<file path="src/rtl/bitrot_pkg.sv">
// Package: shared operation codes and flag bit positions for the rotate/shift unit.
// Assumes an 8-bit packed flag byte; data width is set by the modules' parameters.
package bitrot_pkg;

    typedef enum logic [2:0] {
        OP_ROL_CIRC = 3'd0,
        OP_ROR_CIRC = 3'd1,
        OP_ROL_CARRY = 3'd2,
        OP_ROR_CARRY = 3'd3,
        OP_SHL_ARITH = 3'd4,
        OP_SHR_ARITH = 3'd5,
        OP_RSVD_6 = 3'd6,
        OP_RSVD_7 = 3'd7
    } bitrot_op_e;

    localparam int FLAG_W = 8;
    localparam int ZF_POS = 7;
    localparam int NF_POS = 6;
    localparam int HF_POS = 5;
    localparam int CF_POS = 4;

endpackage

</file>
<file path="src/rtl/bitrot_rotator.sv">
// Module: one-position rotator covering circular and through-carry rotates in
// both directions. Assumes W >= 2. dir_right_i picks direction, thru_i selects
// whether the incoming carry (instead of the wrapped bit) fills the vacated end.
module bitrot_rotator #(
    parameter int W = 8
) (
    input  logic [W-1:0] data_i,
    input  logic         carry_i,
    input  logic         dir_right_i,
    input  logic         thru_i,
    output logic [W-1:0] data_o,
    output logic         carry_o
);
    logic [W-1:0] left_v;
    logic [W-1:0] right_v;
    logic         fill_left;
    logic         fill_right;

    // Pick the bit that enters the vacated position for each direction.
    always_comb begin
        fill_left  = thru_i ? carry_i : data_i[W-1];
        fill_right = thru_i ? carry_i : data_i[0];
    end

    // Bitwise neighbour wiring for both directions.
    genvar g;
    generate
        for (g = 0; g < W; g++) begin : g_bit
            if (g == 0) begin : g_lo
                assign left_v[g]  = fill_left;
                assign right_v[g] = data_i[g+1];
            end else if (g == W-1) begin : g_hi
                assign left_v[g]  = data_i[g-1];
                assign right_v[g] = fill_right;
            end else begin : g_mid
                assign left_v[g]  = data_i[g-1];
                assign right_v[g] = data_i[g+1];
            end
        end
    endgenerate

    // Select the direction and the bit that leaves toward the carry.
    always_comb begin
        data_o  = dir_right_i ? right_v : left_v;
        carry_o = dir_right_i ? data_i[0] : data_i[W-1];
    end


    rot_exit_right_chk: assert final (!(dir_right_i === 1'b1) || $isunknown(data_i) ||
                                      carry_o == data_i[0])
        else $error("rotator right exit bit wrong");

endmodule

</file>
<file path="src/rtl/bitrot_shifter.sv">
// Module: one-position arithmetic shifter. Left shift fills the low bit with 0,
// right shift replicates the sign bit. The outgoing bit becomes the carry.
// Assumes W >= 2.
module bitrot_shifter #(
    parameter int W = 8
) (
    input  logic [W-1:0] data_i,
    input  logic         dir_right_i,
    output logic [W-1:0] data_o,
    output logic         carry_o
);
    logic [W-1:0] shl_v;
    logic [W-1:0] sar_v;

    // Build both shifted forms from the operand.
    always_comb begin
        shl_v = {data_i[W-2:0], 1'b0};
        sar_v = {data_i[W-1], data_i[W-1:1]};
    end

    // Choose direction and the departing bit.
    always_comb begin
        data_o  = dir_right_i ? sar_v : shl_v;
        carry_o = dir_right_i ? data_i[0] : data_i[W-1];
    end


    sar_sign_chk: assert final (!(dir_right_i === 1'b1) || $isunknown(data_i) ||
                                data_o[W-1] == data_i[W-1])
        else $error("arithmetic right lost the sign");

endmodule

</file>
<file path="src/rtl/bitrot_flagpack.sv">
// Module: derives the zero flag and packs the flag byte. Zero is forced low for
// short-form rotates, otherwise it reflects an all-zero result. Subtract,
// half-carry and the low nibble are always 0.
module bitrot_flagpack #(
    parameter int W = 8
) (
    input  logic [W-1:0]                   result_i,
    input  logic                           carry_i,
    input  logic                           mask_zero_i,
    output logic [bitrot_pkg::FLAG_W-1:0]  flags_o
);
    import bitrot_pkg::*;

    logic zero_v;

    // Zero detection with the short-form mask applied.
    always_comb begin
        zero_v = (result_i == '0) && !mask_zero_i;
    end

    // Pack flags into their fixed positions.
    always_comb begin
        flags_o         = '0;
        flags_o[ZF_POS] = zero_v;
        flags_o[NF_POS] = 1'b0;
        flags_o[HF_POS] = 1'b0;
        flags_o[CF_POS] = carry_i;
    end

endmodule

</file>
<file path="src/rtl/bitrot_unit.sv">
// Module: top of the combinational rotate/shift unit. Decodes the operation
// code, steers the operand through the rotator or shifter, and packs flags.
// Assumes short_i is meaningful only with rotate codes; reserved codes pass
// the operand and the incoming carry straight through.
module bitrot_unit #(
    parameter int W = 8
) (
    input  logic [W-1:0] operand_i,
    input  logic         carry_i,
    input  logic [2:0]   op_i,
    input  logic         short_i,
    output logic [W-1:0] result_o,
    output logic [7:0]   flags_o
);
    import bitrot_pkg::*;

    logic         is_rot;
    logic         is_shift;
    logic [W-1:0] rot_data;
    logic         rot_carry;
    logic [W-1:0] sh_data;
    logic         sh_carry;
    logic         out_carry;
    logic         mask_zero;

    // Decode the operation class from the code.
    always_comb begin
        is_rot    = (op_i[2] == 1'b0);
        is_shift  = (op_i[2:1] == 2'b10);
        mask_zero = is_rot && short_i;
    end

    bitrot_rotator #(.W(W)) u_rot (
        .data_i      (operand_i),
        .carry_i     (carry_i),
        .dir_right_i (op_i[0]),
        .thru_i      (op_i[1]),
        .data_o      (rot_data),
        .carry_o     (rot_carry)
    );

    bitrot_shifter #(.W(W)) u_shift (
        .data_i      (operand_i),
        .dir_right_i (op_i[0]),
        .data_o      (sh_data),
        .carry_o     (sh_carry)
    );

    // Steer the selected datapath to the outputs.
    always_comb begin
        if (is_rot) begin
            result_o  = rot_data;
            out_carry = rot_carry;
        end else if (is_shift) begin
            result_o  = sh_data;
            out_carry = sh_carry;
        end else begin
            result_o  = operand_i;
            out_carry = carry_i;
        end
    end

    bitrot_flagpack #(.W(W)) u_flags (
        .result_i    (result_o),
        .carry_i     (out_carry),
        .mask_zero_i (mask_zero),
        .flags_o     (flags_o)
    );


    fixed_flags_chk: assert final ($isunknown(op_i) ||
                                   (flags_o[NF_POS] == 1'b0 && flags_o[HF_POS] == 1'b0 &&
                                    flags_o[3:0] == 4'h0))
        else $error("subtract/half-carry/low nibble not clear");


    short_zero_chk: assert final ($isunknown(op_i) || $isunknown(short_i) ||
                                  !(op_i[2] == 1'b0 && short_i) || flags_o[ZF_POS] == 1'b0)
        else $error("short-form rotate reported zero");


    zero_match_chk: assert final ($isunknown(op_i) || $isunknown(short_i) ||
                                  $isunknown(operand_i) || $isunknown(carry_i) ||
                                  short_i || flags_o[ZF_POS] == (result_o == '0))
        else $error("zero flag does not follow result");


    rsvd_pass_chk: assert final ($isunknown(op_i) || $isunknown(operand_i) ||
                                 op_i[2:1] != 2'b11 || result_o == operand_i)
        else $error("reserved code altered the operand");

endmodule

</file>
<file path="config.mk">
export PLATFORM = sky130hd
export DESIGN_NAME = bitrot_unit
export DESIGN_NICKNAME = d
export VERILOG_FILES = /design/src/rtl/bitrot_pkg.sv /design/src/rtl/bitrot_rotator.sv /design/src/rtl/bitrot_shifter.sv /design/src/rtl/bitrot_flagpack.sv /design/src/rtl/bitrot_unit.sv
export SDC_FILE = /design/constraint.sdc
export NUM_CORES = 1
export LEC_CHECK = 0
export ABC_AREA = 1
export CAP_MARGIN = 20
export CORE_AREA = 2 2 39 41
export DETAILED_ROUTE_END_ITERATION = 10
export DIE_AREA = 0 0 41 43
export MAX_ROUTING_LAYER = met4
export PLACE_DENSITY = 0.69
export SETUP_SLACK_MARGIN = 0.05
export SKIP_LAST_GASP = 1
export SLEW_MARGIN = 0
export SYNTH_ARGS = -nofsm -noshare
export SYNTH_HDL_FRONTEND = slang
export SYNTH_SLANG_ARGS = --single-unit
</file>
<file path="constraint.sdc">
create_clock -name vclk -period 3
set_input_delay 0.6 -clock vclk [all_inputs]
set_output_delay 0.6 -clock vclk [all_outputs]
set_load 0.05 [all_outputs]
</file>
==> run_results.csv, run 1 <==
group,metric,value,unit
floorplan,fp.dieArea,0.00176,mm2
sta,tns,0,ns
synth,synth_seq_area_share,0,%
sta,setup_violations,0,
final_layout,clock_buffers,0,
power_and_ir_drop,p_clk_share,0,%
sta,setup_ws,0.217,ns
synth,syn_inst,79,
floorplan,core_area,0.00138,mm2
critical_path,start_kind,"input pin",
power_and_ir_drop,p_int,70.5,uW
power_and_ir_drop,pwr-share-comb,100.0,%
synth,synth_cell_type_count,15,
sta,max_clock_freq,0.359,GHz
placed_design,place_hpwl,825,um
placed_design,gp_congestion,0.832,
global_routing,grt_pass1_wl,1.68,mm
clock_tree,post_cts_buffers,0,
routing,antenna_left,0,
sta,drv_slew,0,
global_routing,grt_pass1_vias,393,
placed_design,io_buffers,23,
worst_hold_path,hold_path_class,"input pin to output port",
routing,viasPerCell,4.36,
routing,first_pass_iters,4,
power_and_ir_drop,ir_drop,0.0000877,V
routing,wirelength,973,um
synth,synth_top_area_share,32.5,%
final_layout,areaGrowthSynthToFinish,79.7,%
power_and_ir_drop,swShare,59.2,%
routing,vias,497,
global_routing,track_usage,12.7,%
synth,yosys_warnings,0,
synth,ys_top_cells_by_count,"32 x nand2_1, 11 x inv_1, 8 x buf_4",
placed_design,dp.cells,114,
critical_path,critPathRequiredTime,2.40,ns
placed_design,pre_cts_ws,0.190,ns
routing,dr.first_iter.drc_count,11,
global_routing,antenna_found_initial,0,
floorplan,ios,29,
routing,detail_route.wl_per_cell,8.54,um
floorplan,die_h,43,um
power_and_ir_drop,switchingPower,102,uW
critical_path,worst-setup-path-type,"input pin to output port",
final_layout,multi_input_area,273,um2
synth,synth.avg_cell_area,4.67,um2
final_layout,regArea,0,um2
run_status,outcome,"completed",
power_and_ir_drop,power.density,261,mW/mm2
final_layout,stdcell_count,114,
final_layout,nets,113,
sta,rsz0062_at_grt,"no",
floorplan,rows,14,
final_layout,layout-drive-gt1-share,13.3,%
global_routing,grt_max_degree,13,
sta,hold_viol_final,0,
synth,yosys-top-cells-area,"nand2_1 33%, buf_4 16%, inv_1 11%, nand3_1 9.5%, nor2_1 5.1%",
power_and_ir_drop,seqPwrFrac,0,%
critical_path,crit_fanout,10,
sta,final.period_utilization,92.8,%
critical_path,crit_arrival,2.18,ns
run,cap_violations,0,
floorplan,die_width,41,um
synth,yosysMostFrequentCell,"nand2_1",
sta,fin_crit,2.78,ns
floorplan,start_util,26.7,%
final_layout,seq_cells,0,
final_layout,antenna_cells,0,
synth,synth_area_leader_cell,"nand2_1",
routing,post-route-drc-count,0,
final_layout,nFillCells,137,
power_and_ir_drop,fin_total_pwr,173,uW
critical_path,end_kind,"output port",
global_routing,grt_remaining_overflow,0,
power_and_ir_drop,leakage,0.367,nW
synth,synth.cell_area,369,um2
==> kinds of logic after synthesis <==
logic type,after synthesis,synth area share (%)
muxes,1,2.71
other,1,1.02
buffers and inverters,22,31.2
AOI/OAI and AO/OA,7,9.83
and+or+nand+nor,48,55.3
==> worst paths after layout <==
kind / from / endpoint / slack (ns) / cells past startpoint
setup / recovery: op_i[2] / flags_o[7] / 0.22 / 7
hold / removal: op_i[0] / result_o[2] / 1.93 / 6
==> per-stage QoR <==
stage | instance area [um2] | util (%) | hold WS [ns]
after floorplan | 388 | - | 1.50
after global placement | 661 | 47.7 | 1.98
after detailed placement | 661 | 47.7 | 1.98
after CTS | 661 | 47.7 | 1.98
after global routing | 663 | 47.9 | 2.00
final | 663 | 47.9 | 1.93
==> layout make-up <==
type / instances / share of cell area, %
Inverter: 13 / 7.55
Multi-Input combinational cell: 62 / 41.1
Timing Repair Buffer: 23 / 48.3
Tap cell: 16 / 3.02
==> layer usage <==
layer,track usage [%],up-vias,wire length (um)
met5,-,-,0
met4,0,0,0
met3,0,0,58
met2,19.1,22,473
met1,19.9,211,441
li1,-,264,-
==> critical path, cell delays in order <==
cell and delay (ns):
clkdlybuf4s50_1 0.52, nand2_4 0.18, clkinv_2 0.12, o21ai_0 0.26, nand3_1 0.13, nor2_1 0.21, buf_12 0.17
==> layout by cell type, fill, tap and decap left out <==
cell type / n
nor2_1: 5
nand2_4: 1
clkdlybuf4s50_1: 12
o22ai_1: 1
nand3_1: 7
buf_12: 9
o21ai_1: 3
dlymetal6s2s_1: 1
nand2_1: 32
inv_2: 1
o21ai_0: 3
inv_1: 11
mux2i_1: 1
clkinv_2: 1
conb_1: 6
or2_0: 3
buf_4: 1
==> timing repair <==
action,4_1_cts,5_1_grt
resized for setup,0,1
hold buffers,0,0
endpoints found under the hold margin,0,0
setup endpoints to repair,0,1
==> power by group through the flow <==
stage	Sequential [mW]	Combinational (mW)	Clock (mW)
2_1_floorplan	0	0.102	0
3_3_place_gp	0	0.173	0
3_5_place_dp	0	0.173	0
4_1_cts	0	0.173	0
5_1_grt	0	0.184	0
6_report	0	0.173	0
No activity file was read; power rests on OpenSTA's default activity.
==> run 2: changes to the inputs <==
--- a/config.mk
+++ b/config.mk
@@ -11,7 +11,7 @@
 export DETAILED_ROUTE_END_ITERATION = 10
 export DIE_AREA = 0 0 41 43
 export MAX_ROUTING_LAYER = met4
-export PLACE_DENSITY = 0.69
+export PLACE_DENSITY_LB_ADDON = 0.05
 export SETUP_SLACK_MARGIN = 0.05
 export SKIP_LAST_GASP = 1
 export SLEW_MARGIN = 0
==> run 2 against run 1 <==
Against the previous run:
- fmax is 1.9% lower
- combinational power is essentially flat
- highest routed layer unchanged
- wire length increased by 5.4%
- worst setup slack got worse by 0.053 ns
- flip-flop and latch count unchanged
- hold slack improved by 0.0014 ns
- design area did not move
- sequential share of layout area is the same
- non-clock buffer count unchanged
- clock-buffer cell count unchanged
- global-route usage grew 0.41 points
- total power increased by 0.48%
==> run_results.csv, run 2 (synthesis gave the netlist of run 1 again) <==
group,metric,value,unit
floorplan,rows,14,
worst_hold_path,hold_path_class,"input pin to output port",
clock_tree,ctsResizeCount,0,
critical_path,cp_slowest_cell,"clkdlybuf4s50_1",
routing,post-route-drc-count,0,
final_layout,final_common_cell,"nand2_1",
power_and_ir_drop,seqPwrFrac,0,%
global_routing,use_met2,18.1,%
critical_path,crit_arrival,2.24,ns
power_and_ir_drop,power.density,262,mW/mm2
critical_path,end_kind,"output port",
power_and_ir_drop,switchingPower,103,uW
critical_path,crit_path_end,"flags_o[7]",
final_layout,nFillCells,147,
final_layout,multi_input_area,273,um2
clock_tree,post_cts_buffers,0,
final_layout,layout-drive-gt1-share,13.3,%
critical_path,start_kind,"input pin",
final_layout,nets,113,
placed_design,io_buffers,23,
floorplan,die_width,41,um
power_and_ir_drop,p_clk_share,0,%
routing,antenna_left,0,
final_layout,areaGrowthSynthToFinish,79.7,%
placed_design,place_hpwl,860,um
global_routing,track_usage,13.1,%
final_layout,stdcell_count,114,
global_routing,grt_max_degree,13,
critical_path,worst-setup-path-type,"input pin to output port",
floorplan,fp.dieArea,0.00176,mm2
run,cap_violations,0,
floorplan,die_h,43,um
power_and_ir_drop,leakage,0.367,nW
placed_design,dpl_cell_area,661,um2
critical_path,path_cells,"clkdlybuf4s50_1 > nand2_4 > clkinv_2 > o21ai_0 > nand3_1 > nor2_1 > buf_12",
global_routing,grt_pass1_vias,401,
global_routing,grt.busiest_layer,"met1",
sta,max_clock_freq,0.353,GHz
routing,wirelength,1.03,mm
final_layout,antenna_cells,0,
power_and_ir_drop,p_int,70.5,uW
global_routing,use_met3,0.524,%
routing,first_pass_iters,4,
floorplan,ios,29,
placed_design,gp_congestion,0.920,
sta,setup_violations,0,
global_routing,antenna_found_initial,0,
floorplan,core_area,0.00138,mm2
routing,vias,479,
critical_path,startpoint,"op_i[2]",
sta,tns,0,ns
global_routing,grt_remaining_overflow,0,
global_routing,grt_pass1_wl,1.71,mm
floorplan,start_util,26.7,%
final_layout,clock_buffers,0,
routing,detail_route.wl_per_cell,9.00,um
clock_tree,hold_buffers,0,
power_and_ir_drop,pwr-share-comb,100.0,%
power_and_ir_drop,swShare,59.4,%
sta,worst_hold_slack,1.93,ns
power_and_ir_drop,fin_total_pwr,174,uW
power_and_ir_drop,ir_drop,0.000122,V
run_status,outcome,"completed",
sta,final.period_utilization,94.5,%
sta,drv_slew,0,
sta,hold_viol_final,0,
final_layout,seq_cells,0,
final_layout,stdcell_area,663,um2
critical_path,critPathRequiredTime,2.40,ns
routing,viasPerCell,4.20,
critical_path,crit_fanout,10,
sta,fin_crit,2.84,ns
sta,rsz0062_at_grt,"no",
critical_path,critPathMaxStageDelay,0.53,ns
global_routing,met1_usage,21.8,%
placed_design,dp.cells,114,
final_layout,final_cell_mix,"32 x nand2_1, 12 x clkdlybuf4s50_1, 11 x inv_1, 9 x buf_12, 7 x nand3_1",
routing,dr.first_iter.drc_count,11,
final_layout,regArea,0,um2
## run 2: cell counts in the layout (fill, tap and decap cells not counted)
No cell type changed its count.
## run 2: worst min path at each step
stage                       start           to  slack, ns  cells past startpoint
after floorplan           op_i[2]   flags_o[4]       1.50                      3
after global placement    carry_i   flags_o[4]       2.00                      4
after detailed placement  carry_i   flags_o[4]       2.00                      4
after CTS                 carry_i   flags_o[4]       2.01                      4
after global routing      op_i[0]   flags_o[4]       2.00                      4
final                     op_i[0]  result_o[4]       1.93                      6
## run 2: area by class of cell
cell class	instances	area share, %
inverter	13	7.55
timing repair buffer	23	48.3
multi-input combinational	62	41.1
tap	16	3.02
## run 2: per-layer routing
metal | vias up | wire, um
met5 | - | 0
met4 | 0 | 0
met3 | 0 | 62
met2 | 13 | 459
met1 | 202 | 504
li1 | 264 | -
## run 2: stage by stage
step,setup WS (ns),utilization [%]
floorplan,0.663,-
global placement,0.158,47.7
detailed placement,0.136,47.7
CTS,0.133,47.7
global route,0.0697,47.9
finish,0.164,47.9
## run 2: worst max-delay path: cells and delay by family
family	cells	cell delay, ns
buffers and inverters	3	0.83
AOI/OAI and AO/OA	1	0.31
and+or+nand+nor	3	0.50
## run 2: power groups by stage
stage	logic (mW)	registers, mW	clock network [mW]
final	0.174	0	0
after global routing	0.183	0	0
after CTS	0.174	0	0
after detailed placement	0.174	0	0
after global placement	0.175	0	0
after floorplan	0.102	0	0
